[src/rtl/xbar_pkg.sv]
`timescale 1ns/1ps
package xbar_pkg;
  localparam int NUM_FUNCS = 7;
  localparam int NUM_PINS  = 25;
  localparam int FUNC_SIGS [NUM_FUNCS] = '{2, 4, 2, 1, 1, 4, 1};
  localparam int UART_FUNC = 0;
  localparam int UART_PIN  = 4;

  function automatic int count_sigs();
    int t;
    t = 0;
    for (int i = 0; i < NUM_FUNCS; i++) t += FUNC_SIGS[i];
    return t;
  endfunction

  localparam int NUM_SIGS = count_sigs();
  localparam int SRC_W    = $clog2(NUM_SIGS + 1);

  // owning function of signal s (signals are numbered in priority order)
  function automatic int sig_func(int s);
    int base;
    base = 0;
    for (int f = 0; f < NUM_FUNCS; f++) begin
      if (s >= base && s < base + FUNC_SIGS[f]) return f;
      base += FUNC_SIGS[f];
    end
    return NUM_FUNCS - 1;
  endfunction
endpackage

[src/rtl/xbar_alloc.sv]
`timescale 1ns/1ps
module xbar_alloc
  import xbar_pkg::*;
#(
  parameter int NP = NUM_PINS,
  parameter int NF = NUM_FUNCS,
  parameter int NS = NUM_SIGS,
  parameter int SW = SRC_W,
  parameter int UP = UART_PIN
) (
  input  logic [NF-1:0]         en_i,
  input  logic [NP-1:0]         skip_i,
  output logic [NP-1:0][SW-1:0] src_o,
  output logic                  ovf_o
);
  localparam int NU = FUNC_SIGS[UART_FUNC];

  logic [NP-1:0] taken;
  logic          found;

  always_comb begin
    taken = skip_i;
    src_o = '0;
    ovf_o = 1'b0;
    found = 1'b0;
    // top-priority function sits on fixed pins, overriding skip
    if (en_i[UART_FUNC]) begin
      for (int u = 0; u < NU; u++) begin
        src_o[UP+u] = SW'(u + 1);
        taken[UP+u] = 1'b1;
      end
    end
    for (int s = NU; s < NS; s++) begin
      if (en_i[sig_func(s)]) begin
        found = 1'b0;
        for (int p = 0; p < NP; p++) begin
          if (!found && !taken[p]) begin
            src_o[p] = SW'(s + 1);
            taken[p] = 1'b1;
            found    = 1'b1;
          end
        end
        if (!found) ovf_o = 1'b1;
      end
    end
  end
endmodule

[src/rtl/xbar_pin_mux.sv]
`timescale 1ns/1ps
module xbar_pin_mux #(
  parameter int NP = 25,
  parameter int NS = 15,
  parameter int SW = 4
) (
  input  logic [NP-1:0][SW-1:0] map_i,
  input  logic [NS-1:0]         sig_do_i,
  input  logic [NS-1:0]         sig_oe_i,
  input  logic [NP-1:0]         gpio_do_i,
  input  logic [NP-1:0]         gpio_oe_i,
  output logic [NP-1:0]         pin_do_o,
  output logic [NP-1:0]         pin_oe_o
);
  for (genvar p = 0; p < NP; p++) begin : g_pin
    logic [SW-1:0] idx;
    logic          sel_do, sel_oe;
    assign idx = map_i[p] - SW'(1);
    always_comb begin
      sel_do = 1'b0;
      sel_oe = 1'b0;
      for (int s = 0; s < NS; s++) begin
        if (idx == SW'(s)) begin
          sel_do = sig_do_i[s];
          sel_oe = sig_oe_i[s];
        end
      end
    end
    assign pin_do_o[p] = (map_i[p] == '0) ? gpio_do_i[p] : sel_do;
    assign pin_oe_o[p] = (map_i[p] == '0) ? gpio_oe_i[p] : sel_oe;
  end
endmodule

[src/rtl/xbar_sig_return.sv]
`timescale 1ns/1ps
module xbar_sig_return #(
  parameter int NP = 25,
  parameter int NS = 15,
  parameter int SW = 4
) (
  input  logic [NP-1:0][SW-1:0] map_i,
  input  logic [NP-1:0]         pin_di_i,
  output logic [NS-1:0]         sig_di_o
);
  for (genvar s = 0; s < NS; s++) begin : g_sig
    always_comb begin
      sig_di_o[s] = 1'b0;
      for (int p = 0; p < NP; p++) begin
        if (map_i[p] == SW'(s + 1)) sig_di_o[s] = pin_di_i[p];
      end
    end
  end
endmodule

[src/rtl/xbar_top.sv]
`timescale 1ns/1ps
module xbar_top
  import xbar_pkg::*;
#(
  parameter int NP = NUM_PINS,
  parameter int NF = NUM_FUNCS,
  parameter int NS = NUM_SIGS,
  parameter int SW = SRC_W,
  parameter int UP = UART_PIN
) (
  input  logic             clk_i,
  input  logic             rst_ni,
  input  logic [NF-1:0]    func_en_i,
  input  logic [NP-1:0]    pin_skip_i,
  input  logic [NS-1:0]    sig_do_i,
  input  logic [NS-1:0]    sig_oe_i,
  output logic [NS-1:0]    sig_di_o,
  input  logic [NP-1:0]    gpio_do_i,
  input  logic [NP-1:0]    gpio_oe_i,
  input  logic [NP-1:0]    pin_di_i,
  output logic [NP-1:0]    pin_do_o,
  output logic [NP-1:0]    pin_oe_o,
  output logic [NP*SW-1:0] pin_src_o,
  output logic             overflow_o,
  output logic             valid_o
);
  localparam int CFG_W = NF + NP;

  logic [NP-1:0][SW-1:0] map_d, map_q;
  logic                  ovf_d, ovf_q;
  logic [CFG_W-1:0]      cfg_q;
  logic                  init_q;

  xbar_alloc #(.NP(NP), .NF(NF), .NS(NS), .SW(SW), .UP(UP)) u_alloc (
    .en_i   (func_en_i),
    .skip_i (pin_skip_i),
    .src_o  (map_d),
    .ovf_o  (ovf_d)
  );

  always_ff @(posedge clk_i or negedge rst_ni) begin
    if (!rst_ni) begin
      map_q  <= '0;
      ovf_q  <= 1'b0;
      cfg_q  <= '0;
      init_q <= 1'b0;
    end else begin
      map_q  <= map_d;
      ovf_q  <= ovf_d;
      cfg_q  <= {func_en_i, pin_skip_i};
      init_q <= 1'b1;
    end
  end

  xbar_pin_mux #(.NP(NP), .NS(NS), .SW(SW)) u_mux (
    .map_i     (map_q),
    .sig_do_i  (sig_do_i),
    .sig_oe_i  (sig_oe_i),
    .gpio_do_i (gpio_do_i),
    .gpio_oe_i (gpio_oe_i),
    .pin_do_o  (pin_do_o),
    .pin_oe_o  (pin_oe_o)
  );

  xbar_sig_return #(.NP(NP), .NS(NS), .SW(SW)) u_ret (
    .map_i    (map_q),
    .pin_di_i (pin_di_i),
    .sig_di_o (sig_di_o)
  );

  assign pin_src_o  = map_q;
  assign overflow_o = ovf_q;
  assign valid_o    = init_q && (cfg_q == {func_en_i, pin_skip_i});
endmodule

[config.mk]
export PLATFORM = sky130hd
export DESIGN_NAME = xbar_top
export DESIGN_NICKNAME = d
export VERILOG_FILES = /design/src/rtl/xbar_pkg.sv /design/src/rtl/xbar_alloc.sv /design/src/rtl/xbar_pin_mux.sv /design/src/rtl/xbar_sig_return.sv /design/src/rtl/xbar_top.sv
export SDC_FILE = /design/constraint.sdc
export NUM_CORES = 2
export LEC_CHECK = 0
export BUFFER_PORTS_ARGS = -buffer_cell sky130_fd_sc_hd__buf_4
export CORE_MARGIN = 2
export CORE_UTILIZATION = 35
export CTS_BUF_LIST = sky130_fd_sc_hd__clkbuf_2 sky130_fd_sc_hd__clkbuf_4 sky130_fd_sc_hd__clkbuf_8
export DETAILED_ROUTE_END_ITERATION = 10
export SYNTH_ARGS = -nofsm -noshare
export SYNTH_HDL_FRONTEND = slang
export SYNTH_HIERARCHICAL = 1
export SYNTH_SLANG_ARGS = --single-unit
[constraint.sdc]
create_clock -name clk_i -period 2.4 [get_ports clk_i]
set_input_delay 0.12 -clock clk_i [delete_from_list [all_inputs] [get_ports clk_i]]
set_output_delay 0.12 -clock clk_i [all_outputs]
set_load 0.1 [all_outputs]
==> key figures <==
Critical path
  – Critical path class: primary input to register
  – Worst path slowest cell: a2111oi_4
  – Critical Path AT: 5810 ps
  – Most Frequent Cell on Critical Path: buf_6
  – Critical Path Start Type: primary input
  – WP data required: 2770 ps
  – Maximum fanout along the worst path: 7
  – CP endpoint kind: register
  – Delay of the slowest critical-path stage: 500 ps

Clock network
  – Clock buffer depth: 2
  – Clock slew at reported path FFs: 110 ps
  – CTS tree: done
  – H-tree depth: 4
  – Total CTS buffers: 17
  – CTS sink cnt: 134
  – Root Buffer: clkbuf_8

Finish
  – Final Core Density: 61.9%
  – Design area: 54600 um2
  – Layout Nets: 6373
  – Share of layout cells above drive strength 1: 49.0%
  – Most frequent cells in the layout: 1691 x buf_4, 456 x nand2_1, 371 x nor2_1
  – Commonest non-fill, non-tap cell in the layout: buf_4
  – Area growth from synthesis to layout: 75.4%
  – Fin cells: 7417

Timing
  – Final period utilization: 227%
  – Max Slew Vio Count: 0
  – FMAX: 0.184 GHz
  – Unrepaired setup endpoints after global routing: yes
  – Worst slew pin tran: 823 ps
  – Final setup fails: 148
  – Hold_ws: 35.7 ps
  – Fin. Hold Viols: 0
  – Minimum clock period after layout: 5440 ps
  – PnR worst setup slack: -3040 ps
  – Setup_tns: -178650 ps
  – Relative slew slack: 44.6%

Pwr
  – Max IR drop VDD: 1.72 mV
  – Power per cell area: 511 nW/um2
  – Leakage Power: 0.0217 uW

Placement
  – Global placement routability congestion: 1.02
  – HPWL after DPL: 130000 um
  – Placed Area: 45900 um2
  – Cell count after placement: 7075
  – Buffers on Ports: 305

Global route
  – Grt met1 use: 48.5%
  – Vias in the first global route: 44500
  – Antenna violations before repair: 5
  – GR peak layer: met2
  – GRT overflow: 0
  – Pin count of the biggest net entering global routing: 64
  – First-pass GRT wire length: 264000 um
  – Met3 Usage GRT: 6.11%
  – Overall routing resource usage: 36.9%
  – Met2 usage: 57.4%

Route
  – Initial DRC count: 5724
  – DRC: 0
  – WL/cell: 23.9 um
  – DRT Pass-1 Iters: 9
  – DR vias: 47100
  – Vias/cell: 6.35
  – Routed wire length: 177000 um
  – ANT nets after route: 0

Synthesis
  – Yosys cell types: 147
  – Syn Nets: 4700
  – Async SR Flop Fraction: 100%
  – Top FF cell, synth: dfrtp_1
  – Syn Inst Count: 4561
  – Yosys warnings: 6
  – Sequential share of the synthesized area: 10.8%
  – Syn avg cell area: 6.83 um2
  – Mapped Area: 31100 um2
  – Yosys reg bits: 134
  – Post-synth EDFFs: 0

Floorplanning
  – I/O pin count: 306
  – Initial Utilization: 35.3%
  – Die area: 91400 um2
  – Die width: 302 um
  – Core area: 88200 um2
  – Rows: 109
  – DIE HEIGHT: 302 um

Hold path
  – Hold Crit Class: primary input to async pin

Status
  – Failing checks: setup timing
  – Status: finished with violations

Flow run
  – Max-capacitance violation count: 0
final timing paths:
kind | endpoint | cells after the start | slack (ps) | start
max in group asynchronous | cfg_q[1] | 3 | 1640 | rst_ni
hold / removal | cfg_q[23] | 2 | 40 | rst_ni
setup / recovery | pin_src_o[94] | 28 | -3040 | pin_skip_i[3]
min in group clk_i | pin_src_o[24] | 4 | 120 | func_en_i[6]
where the power goes:
part	total [uW]	switching [uW]	internal [uW]	leakage, uW
Combinational	22700	13500	9220	0.0199
Clock	2120	1140	979	0.000201
Sequential	3050	441	2600	0.00157
flip-flops by register name, summed over array words and instances (netlist names):
name and cells:
cfg_q 32, init_q 1, overflow_o 1, pin_src_o 100
cell type report:
cell class | instances | area [um2]
clock inverter | 14 | 163
multi-input combinational | 3921 | 30400
sequential | 134 | 3700
clock buffer | 18 | 248
tap | 1165 | 1460
inverter | 108 | 417
antenna | 5 | 12.5
timing repair buffer | 2052 | 18200
fill | 7649 | 33600
timing repair:
action                     in CTS  in global routing
cloned                         21                  0
resized for setup            1129                134
setup endpoints to repair     150                151
hold buffers                   33                  0
hold endpoints to repair      166                  0
setup buffers                 230                 42
pin swaps                     349                 98
worst max-delay path, delay by kind of cell:
kind                   cells  cell delay, ps
buffers and inverters      8            1140
AOI/OAI and AO/OA         13            3430
and+or+nand+nor            7            1110
through the flow:
| step | total power, uW | setup slack, ps |
|---|---|---|
| final | 27900 | -3040 |
| after global routing | 28900 | -3180 |
| after CTS | 27100 | -2770 |
| after detailed placement | 21300 | -3680 |
| after global placement | 21200 | -3600 |
| after floorplan | 14900 | -3060 |
cells by family after synthesis:
family                   count (synthesis)  share of synthesized area [%]
AO/OA/AOI/OAI                         1728                           40.3
XOR/XNOR                                46                           1.29
adder cells (fa/ha/maj)                 24                          0.792
buffers and inverters                  509                           7.06
flip-flops                             134                           10.8
multiplexers                           176                           7.86
other                                    1                         0.0120
AND/OR/NAND/NOR                       1943                           31.9
layer usage:
layer	share of wire (%)	vias to the layer above
met5	0.0085	-
met4	6.7	2
met3	9.4	670
met2	44	2803
met1	40	22500
li1	-	21100
synth_stat cells (54+ instances only):
cell type,number,area share (%)
a211oi_1,56,1.4
a21oi_1,305,4.9
a31oi_1,92,1.8
buf_2,97,1.6
clkbuf_1,244,2.9
dfrtp_1,134,11
inv_1,106,1.3
mux2i_1,95,3.1
nand2_1,487,5.9
nand2b_1,112,2.3
nand3_1,190,3.1
nand4_1,70,1.4
nor2_1,420,5.1
nor2b_1,128,2.6
nor3_1,157,2.5
nor4_1,58,1.2
o211ai_1,88,2.1
o21ai_0,318,5.1
o221ai_1,54,1.5
o22ai_1,79,1.6
Note: power is estimated with default switching activity, not from simulation.
